<file path="src/rtl/pcfg_pkg.sv">
// Shared constants and helpers for the configuration responder.
// Assumes dword addressing of a 256-byte configuration space.
package pcfg_pkg;
    localparam logic [31:0] ID_WORD      = 32'h3253_4348;
    localparam logic [15:0] CMD_VALUE    = 16'h0001;
    localparam logic [15:0] STAT_VALUE   = 16'h0200;
    localparam logic [7:0]  REV_ID       = 8'h10;
    localparam logic [7:0]  PROG_IF      = 8'h02;
    localparam logic [7:0]  SUB_CLASS    = 8'h00;
    localparam logic [7:0]  BASE_CLASS   = 8'h07;
    localparam logic [7:0]  INT_PIN_A    = 8'h01;

    localparam int DW_IDENT    = 0;
    localparam int DW_CMDSTAT  = 1;
    localparam int DW_CLASS    = 2;
    localparam int DW_BASE0    = 4;
    localparam int DW_SUBSYS   = 11;
    localparam int DW_CAPPTR   = 13;
    localparam int DW_INTR     = 15;

    // Merge new bytes into an old word, lane by lane, under byte enables.
    function automatic logic [31:0] lane_merge(input logic [31:0] old_v,
                                               input logic [31:0] new_v,
                                               input logic [3:0]  be);
        logic [31:0] res;
        for (int b = 0; b < 4; b++)
            res[8*b +: 8] = be[b] ? new_v[8*b +: 8] : old_v[8*b +: 8];
        return res;
    endfunction
endpackage

</file>
<file path="src/rtl/pcfg_ident_rom.sv">
// Constant identification fields of the configuration header.
// Pure combinational lookup; hit is high for the dwords it owns.
module pcfg_ident_rom #(
    parameter int ADDR_W = 6
) (
    input  logic [ADDR_W-1:0] dw_addr,
    output logic              hit,
    output logic [31:0]       data
);
    import pcfg_pkg::*;

    // Decode the constant dwords.
    always_comb begin
        hit  = 1'b1;
        data = '0;
        case (dw_addr)
            ADDR_W'(DW_IDENT):   data = ID_WORD;
            ADDR_W'(DW_SUBSYS):  data = ID_WORD;
            ADDR_W'(DW_CMDSTAT): data = {STAT_VALUE, CMD_VALUE};
            ADDR_W'(DW_CLASS):   data = {BASE_CLASS, SUB_CLASS, PROG_IF, REV_ID};
            ADDR_W'(DW_CAPPTR):  data = '0;
            default:             hit  = 1'b0;
        endcase
    end
endmodule

</file>
<file path="src/rtl/pcfg_io_bar.sv">
// One I/O base address register with the sizing handshake.
// When present is low the register holds zero. A write of all ones on
// all lanes loads the window mask. Bits 1:0 are never changed by a write.
module pcfg_io_bar #(
    parameter int WIN_BYTES = 8
) (
    input  logic        clk,
    input  logic        rst_n,
    input  logic        present,
    input  logic        wr_en,
    input  logic [31:0] wdata,
    input  logic [3:0]  be,
    output logic [31:0] bar_q
);
    import pcfg_pkg::*;

    localparam logic [31:0] SIZE_MASK = ~(32'(WIN_BYTES) - 32'd1);

    logic [31:0] merged;
    logic        sizing;

    // Form the candidate value and detect a sizing write.
    always_comb begin
        merged = lane_merge(bar_q, wdata, be);
        sizing = (be == 4'hF) && (wdata == 32'hFFFF_FFFF);
    end

    // Hold the base; keep the space indicator bits across writes.
    always_ff @(posedge clk) begin
        if (!rst_n)
            bar_q <= present ? 32'h0000_0001 : 32'h0;
        else if (wr_en) begin
            if (!present)
                bar_q <= '0;
            else if (sizing)
                bar_q <= {SIZE_MASK[31:2], bar_q[1:0]};
            else
                bar_q <= {merged[31:2], bar_q[1:0]};
        end
    end
endmodule

</file>
<file path="src/rtl/pcfg_responder.sv">
// Type-0 configuration register file for a serial controller function.
// Reads return one cycle after cfg_rd, with the values from before any
// same-cycle write. dual_port_strap must be stable whenever reset is released.
module pcfg_responder #(
    parameter int ADDR_W    = 6,
    parameter int WIN_BYTES = 8
) (
    input  logic              clk,
    input  logic              rst_n,
    input  logic              dual_port_strap,
    input  logic              cfg_rd,
    input  logic              cfg_wr,
    input  logic [ADDR_W-1:0] cfg_addr,
    input  logic [3:0]        cfg_be,
    input  logic [31:0]       cfg_wdata,
    output logic              cfg_rvalid,
    output logic [31:0]       cfg_rdata,
    output logic [31:0]       io_base0,
    output logic [31:0]       io_base1,
    output logic [7:0]        irq_line
);
    import pcfg_pkg::*;

    localparam int NUM_IO_BARS = 2;

    logic [31:0] bar_q [NUM_IO_BARS];
    logic        rom_hit;
    logic [31:0] rom_data;
    logic [31:0] rd_mux;

    pcfg_ident_rom #(.ADDR_W(ADDR_W)) u_rom (
        .dw_addr (cfg_addr),
        .hit     (rom_hit),
        .data    (rom_data)
    );

    for (genvar i = 0; i < NUM_IO_BARS; i++) begin : g_bar
        logic present_i;
        // The first window always exists; the second follows the strap.
        assign present_i = (i == 0) ? 1'b1 : dual_port_strap;
        pcfg_io_bar #(.WIN_BYTES(WIN_BYTES)) u_bar (
            .clk     (clk),
            .rst_n   (rst_n),
            .present (present_i),
            .wr_en   (cfg_wr && (cfg_addr == ADDR_W'(DW_BASE0 + i))),
            .wdata   (cfg_wdata),
            .be      (cfg_be),
            .bar_q   (bar_q[i])
        );
    end

    // Interrupt line byte: writable through lane 0 only.
    always_ff @(posedge clk) begin
        if (!rst_n)
            irq_line <= '0;
        else if (cfg_wr && cfg_addr == ADDR_W'(DW_INTR) && cfg_be[0])
            irq_line <= cfg_wdata[7:0];
    end

    // Select the read value for the addressed dword.
    always_comb begin
        if (rom_hit)
            rd_mux = rom_data;
        else if (cfg_addr == ADDR_W'(DW_BASE0))
            rd_mux = bar_q[0];
        else if (cfg_addr == ADDR_W'(DW_BASE0 + 1))
            rd_mux = bar_q[1];
        else if (cfg_addr == ADDR_W'(DW_INTR))
            rd_mux = {16'h0, INT_PIN_A, irq_line};
        else
            rd_mux = '0;
    end

    // Register the read response.
    always_ff @(posedge clk) begin
        if (!rst_n) begin
            cfg_rvalid <= 1'b0;
            cfg_rdata  <= '0;
        end else begin
            cfg_rvalid <= cfg_rd;
            if (cfg_rd)
                cfg_rdata <= rd_mux;
        end
    end

    assign io_base0 = bar_q[0];
    assign io_base1 = bar_q[1];
endmodule

</file>
<file path="config.mk">
export PLATFORM = sky130hd
export DESIGN_NAME = pcfg_responder
export DESIGN_NICKNAME = d
export VERILOG_FILES = /design/src/rtl/pcfg_pkg.sv /design/src/rtl/pcfg_ident_rom.sv /design/src/rtl/pcfg_io_bar.sv /design/src/rtl/pcfg_responder.sv
export SDC_FILE = /design/constraint.sdc
export NUM_CORES = 1
export LEC_CHECK = 0
export BUFFER_PORTS_ARGS = -buffer_cell sky130_fd_sc_hd__clkbuf_2
export CAP_MARGIN = 30
export CORE_ASPECT_RATIO = 1.75
export CORE_MARGIN = 5
export CORE_UTILIZATION = 45
export DETAILED_ROUTE_END_ITERATION = 7
export PLACE_DENSITY = 0.84
export SLEW_MARGIN = 20
export SYNTH_ARGS = -nofsm -noshare
export SYNTH_HDL_FRONTEND = slang
export SYNTH_SLANG_ARGS = --single-unit
</file>
<file path="constraint.sdc">
create_clock -name clk -period 1.6 [get_ports clk]
set_clock_uncertainty 0.05 [all_clocks]
set_input_delay 0.24 -clock clk [delete_from_list [all_inputs] [get_ports clk]]
set_output_delay 0.24 -clock clk [all_outputs]
set_load 0.02 [all_outputs]
</file>
==> qor.log, run 1 <==
INFO  route          postRouteAntennaNets=0
INFO  power_and_ir_drop p_int=4010uW
INFO  logic_synthesis async_flop_share=0
INFO  clock_network  cts_repair_resize_count=0
INFO  clock_network  cts_hold_buffers=0
INFO  power_and_ir_drop total_power_consumption_of_the_routed_design=5320uW
INFO  route          drt_first_iter_violations=357
INFO  sta            grt_setup_unrepaired=false
INFO  logic_synthesis synth_edf_count=31
INFO  clock_network  clock_sink_count=102
INFO  sta            final-max-slew-violation-count=0
INFO  setup_path     critPathLaunchType=input pin
INFO  route          routed_via_density=5.76
INFO  setup_path     worst-endpoint-arrival=1.58ns
INFO  die            io-pin-count=152
INFO  setup_path     worst_setup_path_end_kind=register
INFO  global_route   pin_count_of_the_biggest_net_entering_global_routing=46
INFO  power_and_ir_drop p_comb_frac=0.109
INFO  logic_synthesis syn_inst=450
INFO  die            rows=47
INFO  route          route.detailed.wl_per_inst=18.7microns
INFO  setup_path     worst-path-max-fanout=17
INFO  die            die_height=140microns
INFO  sta            setup_viol=0
INFO  logic_synthesis yosysWarningCount=0
INFO  power_and_ir_drop ir_worst_vdd=0.722mV
INFO  hold_path      worst_hold_path_type=input pin to register
INFO  logic_synthesis synth_area_per_cell=9.73squm
INFO  die            floorplan.die_area=11900squm
INFO  global_route   antenna_found_initial=0
INFO  clock_network  skew_pair_late_insertion_delay=0.35ns
INFO  placement      place.gp.congestion=0.928
INFO  placement      number_of_port_buffers=148
INFO  sta            fraction_of_the_cycle_the_final_worst_path_needs=0.854
INFO  setup_path     crit_type=input pin to register
INFO  sta            post-route-min-period=1.37ns
INFO  die            core_area=9470squm
INFO  logic_synthesis synth_common_cells=dfxtp_1, o21ai_0, nand2_1, and3_1, edfxtp_1
INFO  power_and_ir_drop share_seq_of_total_power=0.526
INFO  clock_network  clock_tree.htree_level_count=3
INFO  run_status     run_status=finished, final reports clean
INFO  clock_network  cts.clk_slew.worst_paths=0.06ns
INFO  global_route   grt.overflow.total=0
INFO  flow_run       drv_cap=0
INFO  layout         layout-drive-gt1-share=0.332
INFO  clock_network  tritoncts_clock_tree=built
INFO  layout         filler_cells_inserted=784
INFO  clock_network  cts_post_setup_buffers_inserted=0
INFO  logic_synthesis synth.most_common_cell=dfxtp_1
INFO  layout         num_antenna_cells=0
INFO  power_and_ir_drop power.share.switching=0.246
INFO  logic_synthesis netlist.area_leader.share=0.325
INFO  logic_synthesis postSynthRegisterBits=102
INFO  clock_network  cts.path.max_buffers=2
INFO  layout         design.final.nets=659
INFO  power_and_ir_drop switching_power=1310uW
INFO  global_route   vias_in_the_first_global_route=4228
INFO  logic_synthesis post_synth_instance_area=4380squm
INFO  logic_synthesis synth-seq-area-share=0.537
INFO  die            start_util=0.462
INFO  power_and_ir_drop power.share.clock=0.365
INFO  global_route   grt_use_total=0.234
INFO  logic_synthesis synth_area_leader_cell=dfxtp_1
INFO  sta            fmax=0.732GHz
INFO  power_and_ir_drop power_density=926nW/um^2
INFO  route          vias=4259
INFO  die            die_width=84.6microns
INFO  route          drt_first_pass_iters=8
INFO  setup_path     critical_path_required_time=1.81ns
INFO  sta            final-hold-violation-count=0
INFO  logic_synthesis synth_top_cells_by_area=dfxtp_1, edfxtp_1, o21ai_0
INFO  clock_network  numCtsBuffers=9
INFO  route          totalWireLength=13800microns
INFO  power_and_ir_drop p_leak=0.00238uW
INFO  logic_synthesis ys.flop_type=dfxtp_1
INFO  global_route   grt_first_pass_wirelength=21800microns
INFO  setup_path     reg2reg_setup_slack=0.44ns
INFO  route          residual_drc=0
INFO  placement      post-place-cells=723
INFO  layout         post_layout_nonfiller_instances=739
INFO  placement      dp_hpwl=10600microns
INFO  clock_network  cts_root_buffer=clkbuf_16
INFO  logic_synthesis ys_types=44
INFO  layout         syn_to_final_growth=31.3%
logic make-up (layout without fill, tap and decap cells):
family,count (synthesis),in the layout,synth area share
buffers and inverters,55,221,0.0600
other,2,3,0.00172
muxes,8,8,0.0183
AOI/OAI and AO/OA,123,123,0.188
xor gates and xnor gates,1,1,0.00200
DFF,102,102,0.537
and+or+nand+nor,159,159,0.193
worst max-delay path, cell delays in order:
cell and delay (ns):
clkbuf_2 0.13, nor3b_2 0.24, buf_4 0.17, and2_1 0.20
buf_12 0.17, buf_4 0.18, a22oi_1 0.09, o21ai_0 0.17
placed cells by master, fill, tap and decap left out, types with 2 or more instances in the layout:
cell and instances:
edfxtp_1 31, and2_1 4, conb_1 3, nand2_1 53, a21boi_0 5, clkbuf_1 5, clkbuf_2 147, o21ai_0 55
mux2i_1 8, a221oi_1 4, buf_12 8, nand4_1 17, nor2b_1 10, nor2_1 5, a22oi_1 26, and3_1 33
dfxtp_1 71, a222oi_1 4, clkbuf_16 9, buf_4 33, inv_1 16, o2bb2ai_1 16, nand3_1 28, o21a_1 4
a211oi_1 2
state kept, by name, indices dropped and copies added, names as in the netlist:
signal             count
cfg_rdata             32
g_bar.u_bar.bar_q     61
irq_line               8
cfg_rvalid             1
metal layers:
metal,wire length [microns],GRT usage,vias up
met5,0,0,-
met4,515,0.100,0
met3,1140,0.0623,36
met2,7320,0.420,230
met1,4870,0.254,2016
li1,-,-,1977
through the flow:
stage	utilization	setup WS [ns]	setup TNS [ns]	hold slack, ns	instance area [sq um]
2_1_floorplan	-	-0.0745	-1.90	0.330	4380
3_5_place_dp	0.580	-0.111	-3.20	0.395	5490
5_1_grt	0.607	0.0698	0	0.0853	5750
4_1_cts	0.607	0.254	0	0.0786	5750
6_report	0.607	0.233	0	0.0885	5750
3_3_place_gp	0.580	-0.0836	-1.38	0.386	5490
path summary, 6_finish.rpt:
check | start | end | depth (start not counted)
max | cfg_addr[5] | cfg_rdata[15] | 8
min | cfg_wdata[14] | g_bar[0].u_bar.bar_q[14] | 3
max reg2reg | g_bar[1].u_bar.bar_q[0] | cfg_rdata[0] | 2
min reg2reg | cfg_rdata[10] | cfg_rdata[10] | 2
power by group through the flow:
stage                     clock [uW]  combinational [uW]  sequential, uW
after floorplan                    0                 194            2940
after global placement             0                 563            2860
after detailed placement           0                 576            2860
after CTS                       1960                 578            2800
after global routing            2050                 619            2810
final                           1940                 579            2800
layout make-up:
class	count	area [sq um]	area share
clock buffers	14	244	0.0425
clock inverters	2	8.76	0.00152
inverters	16	60.1	0.0105
multi-input cells	294	1780	0.310
flip-flops and latches	102	2350	0.409
well taps	122	153	0.0266
repair buffers	189	1150	0.200
Power figures use the tool's default switching activity.
==> run 2: changes to the inputs <==
--- a/config.mk
+++ b/config.mk
@@ -9,10 +9,12 @@
 export CAP_MARGIN = 30
 export CORE_ASPECT_RATIO = 1.75
 export CORE_MARGIN = 5
-export CORE_UTILIZATION = 45
+export CORE_UTILIZATION = 47
 export DETAILED_ROUTE_END_ITERATION = 7
+export MAX_ROUTING_LAYER = met4
 export PLACE_DENSITY = 0.84
 export SLEW_MARGIN = 20
 export SYNTH_ARGS = -nofsm -noshare
 export SYNTH_HDL_FRONTEND = slang
+export SYNTH_HIERARCHICAL = 1
 export SYNTH_SLANG_ARGS = --single-unit
==> qor.log, run 2 <==
INFO  layout         layout-drive-gt1-share=0.464
INFO  placement      place.gp.congestion=0.897
INFO  sta            grt_setup_unrepaired=false
INFO  route          postRouteAntennaNets=0
INFO  setup_path     r2r-end=cfg_rdata[2]
INFO  sta            setup_viol=0
INFO  power_and_ir_drop power_density=966nW/um^2
INFO  route          totalWireLength=14700microns
INFO  clock_network  clock_sink_count=103
INFO  setup_path     worst-path-max-fanout=8
INFO  route          residual_drc=0
INFO  placement      dp_worst_setup_slack=-0.294ns
INFO  logic_synthesis synth_area_per_cell=11.2squm
INFO  clock_network  cts.clk_slew.worst_paths=0.06ns
INFO  clock_network  numCtsBuffers=9
INFO  die            rows=51
INFO  clock_network  skew_pair_late_insertion_delay=0.35ns
INFO  logic_synthesis yosysWarningCount=6
INFO  global_route   grt_first_pass_wirelength=23200microns
INFO  die            start_util=0.476
INFO  setup_path     critPathLaunchType=input pin
INFO  die            die_height=150microns
INFO  logic_synthesis synth_area_leader_cell=edfxtp_1
INFO  layout         reg_top3=g_bar.u_bar/bar_q x62, cfg_rdata x32, irq_line x8
INFO  die            die_width=90.1microns
INFO  power_and_ir_drop ir_worst_vdd=0.615mV
INFO  setup_path     worst-endpoint-arrival=1.69ns
INFO  route          drt_first_iter_violations=268
INFO  layout         most-common-layout-cells=clkbuf_2, edfxtp_1, and3_1
INFO  logic_synthesis post_synth_instance_area=5280squm
INFO  logic_synthesis ys.flop_type=edfxtp_1
INFO  logic_synthesis synth-seq-area-share=0.508
INFO  hold_path      worst_hold_path_type=input pin to register
INFO  sta            post_route_setup_slack=0.0837ns
INFO  route          drt_first_pass_iters=5
INFO  setup_path     cp-startpoint=cfg_addr[4]
INFO  layout         max_reg_flops=62
INFO  route          route.detailed.wl_per_inst=19.3microns
INFO  logic_synthesis netlist.area_leader.share=0.352
INFO  logic_synthesis ys_types=43
INFO  die            floorplan.die_area=13500squm
INFO  global_route   grt.overflow.total=0
INFO  logic_synthesis synth_edf_count=62
INFO  setup_path     critical_path_required_time=1.77ns
INFO  route          vias=4393
INFO  logic_synthesis synth_top_cells_by_area=edfxtp_1, dfxtp_1, and3_1
INFO  logic_synthesis syn_inst=472
INFO  route          routed-wl-met2=7690microns
INFO  hold_path      hold_path_depth=3
INFO  placement      number_of_port_buffers=149
INFO  sta            fin_tns_setup=0ns
INFO  die            core_area=11100squm
INFO  route          drt-met1-wl=5570microns
INFO  layout         layout.cells.most_common=clkbuf_2
INFO  logic_synthesis async_flop_share=0
INFO  setup_path     worst_setup_path_end_kind=register
INFO  route          routed_via_density=5.76
INFO  global_route   vias_in_the_first_global_route=4459
INFO  layout         syn_to_final_growth=23.4%
INFO  setup_path     reg2reg_setup_slack=0.38ns
INFO  logic_synthesis synth_common_cells=edfxtp_1, and3_1, o21ai_0, dfxtp_1, buf_4
INFO  sta            fraction_of_the_cycle_the_final_worst_path_needs=0.948
INFO  clock_network  cts.path.max_buffers=2
INFO  layout         design.final.nets=673
INFO  clock_network  clock_tree.htree_level_count=3
INFO  sta            final-hold-violation-count=0
INFO  global_route   antenna_found_initial=0
INFO  sta            fmax=0.659GHz
INFO  flow_run       drv_cap=0
INFO  logic_synthesis postSynthRegisterBits=103
INFO  global_route   pin_count_of_the_biggest_net_entering_global_routing=84
INFO  route          dr_wl_met3=826microns
INFO  setup_path     worst_setup_path_endpoint=cfg_rdata[6]
INFO  die            io-pin-count=152
INFO  sta            final-max-slew-violation-count=0
INFO  power_and_ir_drop p_leak=0.00273uW
INFO  setup_path     r2r.worst_path.cells=3
INFO  setup_path     crit_type=input pin to register
INFO  run_status     run_status=finished, final reports clean
INFO  route          route.top_layer_used=met4
INFO  clock_network  cts_root_buffer=clkbuf_16
INFO  clock_network  cts_post_setup_buffers_inserted=0
INFO  sta            post-route-min-period=1.52ns
INFO  layout         largest-register=g_bar.u_bar/bar_q
INFO  layout         num_antenna_cells=0
INFO  setup_path     r2r_start=g_bar[1].u_bar/bar_q[2]
INFO  logic_synthesis synth.most_common_cell=edfxtp_1
INFO  global_route   grt_use_total=0.221
INFO  clock_network  tritoncts_clock_tree=built
INFO  placement      dp_hpwl=11300microns
run 2: cell types whose count changed after synthesis, moves of 21 or more:
cell      change
buf_4        +25
a22oi_1      -21
edfxtp_1     +31
dfxtp_1      -30
nand2_1      -29
mux2_2       +23
run 2: power breakdown:
group	internal (uW)	switching [uW]	leakage, uW
registers	2980	108	0.000929
clock network	1230	986	0.000150
logic	356	638	0.00165
run 2: what timing repair did:
item / in CTS / in global routing
hold buffers: 0 / 0
resized for setup: 0 / 1
endpoints found under the setup margin: 0 / 8
run 2: critical path, stage by stage:
cell and delay, ns:
clkbuf_2 0.09, buf_4 0.13, or3_1 0.45, o2bb2ai_4 0.23
nand2_1 0.23, o221ai_1 0.23, a21oi_1 0.07
run 2: routing by layer:
| metal | GRT usage | vias up |
|---|---|---|
| met5 | - | - |
| met4 | 0.117 | 0 |
| met3 | 0.0435 | 48 |
| met2 | 0.367 | 210 |
| met1 | 0.253 | 2078 |
| li1 | - | 2057 |
run 2: worst min-delay path by stage:
stage,start,endpoint,slack [ns]
3_3_place_gp,cfg_rdata[8],cfg_rdata[8],0.41
6_report,cfg_wdata[0],irq_line[0],0.13
3_5_place_dp,cfg_rdata[8],cfg_rdata[8],0.42
5_1_grt,cfg_wdata[0],irq_line[0],0.14
4_1_cts,cfg_wdata[0],irq_line[0],0.12
2_1_floorplan,cfg_wdata[0],irq_line[0],0.33
run 2: cell type report:
cell class / count / area, sq um
fillers: 931 / 4590
flip-flops and latches: 103 / 2680
repair buffers: 184 / 1070
well taps: 132 / 165
inverters: 5 / 18.8
clock inverters: 7 / 76.3
clock buffers: 9 / 225
multi-input cells: 323 / 2280
run 2: stage by stage:
step                std cells  hold slack, ns  utilization  total power [uW]  area [sq um]
finish                    763           0.128        0.587              6300          6520
global route              763           0.142        0.587              6560          6520
CTS                       763           0.120        0.587              6320          6520
detailed placement        747           0.422        0.560              4120          6210
global placement          747           0.412        0.560              4100          6210
floorplan                 495           0.330            -              3730          5420
run 2: cell families after synthesis:
family / after synthesis / synth area share
AO/OA/AOI/OAI: 133 / 0.190
flip-flops: 103 / 0.508
buffers and inverters: 69 / 0.0876
other: 4 / 0.00284
multiplexers: 23 / 0.0490
AND/OR/NAND/NOR: 140 / 0.163
